$ cat src/rtl/dual_chan_irq_status.sv
module dual_chan_irq_status #(
  parameter int DATA_W = 32,
  parameter int N_EV   = 5,
  parameter int Q_LSB  = 8
) (
  input  logic              clk,
  input  logic              rst_n,
  input  logic [N_EV-1:0]   ev_i,
  input  logic [N_EV-1:0]   ev_q,
  input  logic [1:0]        reg_addr,
  input  logic              reg_wr,
  input  logic [DATA_W-1:0] reg_wdata,
  output logic [DATA_W-1:0] reg_rdata,
  output logic              irq_out
);
  localparam int NB = 2 * N_EV;
  localparam logic [1:0] A_RAW = 2'd0, A_SET = 2'd1, A_CLR = 2'd2, A_MSK = 2'd3;

  function automatic logic [NB-1:0] unpack(input logic [DATA_W-1:0] w);
    return {w[Q_LSB +: N_EV], w[0 +: N_EV]};
  endfunction

  function automatic logic [DATA_W-1:0] pack(input logic [NB-1:0] v);
    logic [DATA_W-1:0] r;
    r = '0;
    r[Q_LSB +: N_EV] = v[NB-1:N_EV];
    r[0 +: N_EV]     = v[N_EV-1:0];
    return r;
  endfunction

  logic [NB-1:0] raw, en;
  logic [NB-1:0] wbits, ev_vec, masked;
  logic          wr_set, wr_clr, wr_msk;
  logic          unused_wbits;

  assign unused_wbits = ^{reg_wdata[DATA_W-1:Q_LSB+N_EV], reg_wdata[Q_LSB-1:N_EV]};
  assign wbits  = unpack(reg_wdata);
  assign ev_vec = {ev_q, ev_i};
  assign masked = raw & en;
  assign wr_set = reg_wr && reg_addr == A_SET;
  assign wr_clr = reg_wr && reg_addr == A_CLR;
  assign wr_msk = reg_wr && reg_addr == A_MSK;

  always_ff @(posedge clk or negedge rst_n) begin
    if (!rst_n) begin
      raw     <= '0;
      en      <= '0;
      irq_out <= 1'b0;
    end else begin
      raw     <= (raw & ~(wr_msk ? wbits : '0)) | ev_vec;
      en      <= (en | (wr_set ? wbits : '0)) & ~(wr_clr ? wbits : '0);
      irq_out <= |masked;
    end
  end

  always_comb begin
    case (reg_addr)
      A_RAW:   reg_rdata = pack(raw);
      A_SET,
      A_CLR:   reg_rdata = pack(en);
      default: reg_rdata = pack(masked);
    endcase
  end
endmodule

$ cat config.mk
export PLATFORM = sky130hd
export DESIGN_NAME = dual_chan_irq_status
export DESIGN_NICKNAME = d
export VERILOG_FILES = /design/src/rtl/dual_chan_irq_status.sv
export SDC_FILE = /design/constraint.sdc
export NUM_CORES = 1
export LEC_CHECK = 0
export BUFFER_PORTS_ARGS = -buffer_cell sky130_fd_sc_hd__buf_4
export CORE_MARGIN = 5
export CORE_UTILIZATION = 44
export CTS_BUF_LIST = sky130_fd_sc_hd__clkbuf_8
export CTS_CLUSTER_SIZE = 8
export DETAILED_ROUTE_END_ITERATION = 6
export PLACE_DENSITY_LB_ADDON = 0.1
export SLEW_MARGIN = 0
export SYNTH_ARGS = -nofsm -noshare
export SYNTH_HDL_FRONTEND = slang
export SYNTH_SLANG_ARGS = --single-unit
$ cat constraint.sdc
create_clock -name clk -period 1.1 [get_ports clk]
set_input_delay 0.055 -clock clk [delete_from_list [all_inputs] [get_ports clk]]
set_output_delay 0.055 -clock clk [all_outputs]
set_load 0.01 [all_outputs]
==> run_results.csv <==
group,metric,value,unit
clock_tree,clk_path_buf_depth,2,
route,vias,1229,
finish,insertedDiodeCount,0,
setup_path,crit_buf_inv,1,
setup_path,critPathSlowestCell,"dfrtp_1",
global_routing,grtUsageTotal,0.161,
route,drc,0,
place,place.gp.congestion,0.795,
setup_path,worstPathArrival,1.21,ns
floorplan,start_util,0.460,
route,drt_wl_total,3420,um
synth,synthCells,137,
power,powerDensity,1150,nW/um2
floorplan,rows,19,
setup_path,critical_path.max_fanout,4,
clock_tree,clkTransAtPathRegs,0.08,ns
synth,ys_types,17,
synth,syn_avg_cell_area,9.25,um2
clock_tree,tritoncts,"built",
setup_path,slowest_delay,0.45,ns
setup_path,cp.required,1.04,ns
synth,synth_area_leaders,"dfrtp_1, buf_4, a21oi_1",
timing,finalCritPeriodShare,1.15,
finish,fillerInstances,229,
place,numPortBuffers,35,
synth,synth_simple_gate_area_frac,0.0938,
power,leakage,0.894,nW
route,via_per_inst,5.14,
clock_tree,clock_sinks,21,
synth,synth_seq_area_share,0.415,
synth,synthXorXnorAreaFrac,0,
finish,regArea,526,um2
timing,fin_setup_tns,-1.14,ns
place,hpwl,2360,um
route,firstDrtPassIters,4,
synth,syn-cell-area,1270,um2
synth,synth_top_area_frac,0.415,
outcome,violations,"negative setup slack",
floorplan,die_w,63.7,um
setup_path,start_kind,"flip-flop",
timing,slew_viol_final,0,
clock_tree,cts_buffers,3,
finish,drive_gt1_frac,0.351,
floorplan,die_h,63.7,um
setup_path,path_class,"reg -> out",
global_routing,grt_max_degree,22,
global_routing,grt_pass1_vias,1175,
timing,clock_skew,0.00483,ns
timing,hold_violations,0,
job,cap_violations,0,
outcome,status,"complete, but fails checks",
clock_tree,cts-htree-levels,1,
synth,synth_mux_area_frac,0.00888,
finish,fin_util,0.704,
timing,finalSetupViolations,11,
finish,nets,261,
global_routing,antenna_found_initial,0,
global_routing,grt_overflow_total,0,
timing,clock.fmax,793,MHz
route,initialDrtViolationCount,40,
global_routing,grt_pass1_wl,5290,um
timing,fin_ws,-0.161,ns
synth,synth_top_family_by_area,"compound AO/OA/AOI/OAI gates",
synth,yosysWarnings,0,
min_path,hold_class,"in -> async",
timing,rsz0062_at_grt,"true",
setup_path,cp_cell_sequence,"a221oi_4 -> a21oi_2 -> buf_4",
power,ir_drop,0.968,mV
finish,area_growth,53.2,%
floorplan,io_pins,80,
clock_tree,worstSkewPairLatency,0.26,ns
finish,multiInputGateArea,692,um2
clock_tree,cts-root-buf,"clkbuf_8",
synth,synth_area_leader_cell,"dfrtp_1",
synth,ys_seq_elements,21,
route,ant_nets,0,
floorplan,dieArea,4050,um2
timing,finalCriticalPeriod,1.26,ns
synth,synth_fa_ha_area_frac,0.0494,
route,wl_per_cell,14.3,um
synth,synth-compound-area-share,0.252,
floorplan,core_area,2760,um2
setup_path,path_delay_family,"flip-flops",
setup_path,end_kind,"output pin",
==> final timing paths <==
kind,from,end,slack [ns],depth (start not counted)
setup / recovery,raw[8],reg_rdata[11],-0.16,3
hold / removal,rst_n,en[6],0.21,2
setup reg to reg,raw[8],irq_out,-0.10,3
hold reg to reg,raw[6],raw[6],0.54,1
max in group asynchronous,rst_n,en[7],0.66,2
min in group clk,reg_wr,en[1],0.26,4
==> logic make-up after synthesis <==
logic type / count (synthesis)
flip-flops: 21
adder cells (fa/ha/maj): 5
buffers and inverters: 31
multiplexers: 1
AND/OR/NAND/NOR: 27
AO/OA/AOI/OAI: 51
other: 1
==> through the flow <==
step	total power, mW	hold slack (ns)	instances	setup WS (ns)	instance area (um2)
4_1_cts	2.14	0.223	237	-0.149	1850
2_1_floorplan	1.30	-0.241	158	0.168	1350
3_3_place_gp	1.51	-0.0416	207	-0.115	1530
5_1_grt	2.36	0.260	239	-0.234	1940
6_report	2.23	0.213	239	-0.161	1940
3_5_place_dp	1.53	-0.0389	207	-0.152	1530
==> flip-flops by register name, summed over array words and instances (netlist names) <==
register  flops
raw          10
en           10
irq_out       1
==> metal layers <==
| metal | wire length, um | up-vias | track usage |
|---|---|---|---|
| met5 | 0 | - | 0 |
| met4 | 45 | 0 | 0.0494 |
| met3 | 254 | 6 | 0.0284 |
| met2 | 1820 | 53 | 0.289 |
| met1 | 1310 | 586 | 0.191 |
| li1 | - | 584 | - |
==> layout by cell type (no fill, tap or decap), types with 3 or more instances in the layout <==
master / n
buf_4: 52
a21oi_1: 27
conb_1: 22
dfrtp_1: 21
dlygate4sd3_1: 21
nand2_1: 20
a21o_1: 10
a221oi_2: 8
and2_1: 4
ha_1: 4
clkbuf_8: 3
==> power by group <==
| group | switching [mW] | total (mW) | internal (mW) |
|---|---|---|---|
| registers | 0.0815 | 0.938 | 0.856 |
| logic | 0.366 | 0.781 | 0.416 |
| clock network | 0.260 | 0.512 | 0.252 |
==> repair_timing <==
action                     4_1_cts  5_1_grt
pin swaps                        3        6
gates resized for setup          5       13
hold endpoints to repair        41        0
setup buffers                    5        2
hold buffers                    21        0
setup endpoints to repair       11       11
==> synthesized netlist by cell type, drive strengths merged <==
| cell type | number |
|---|---|
| buf | 29 |
| a221oi | 9 |
| a21o | 10 |
| a22oi | 2 |
| inv | 2 |
| o21ai | 1 |
| nand2 | 21 |
| nand4 | 1 |
| nand4b | 1 |
| conb | 1 |
| dfrtp | 21 |
| a21oi | 29 |
| and2 | 4 |
| mux2 | 1 |
| ha | 5 |
==> cell type report <==
class                   count  share of cell area
multi-input cells         106               0.356
repair buffers             75               0.325
flip-flops and latches     21               0.271
clock buffers               3              0.0213
well taps                  31              0.0200
inverters                   2             0.00387
clock inverters             1             0.00258
No activity file was read; power rests on OpenSTA's default activity.
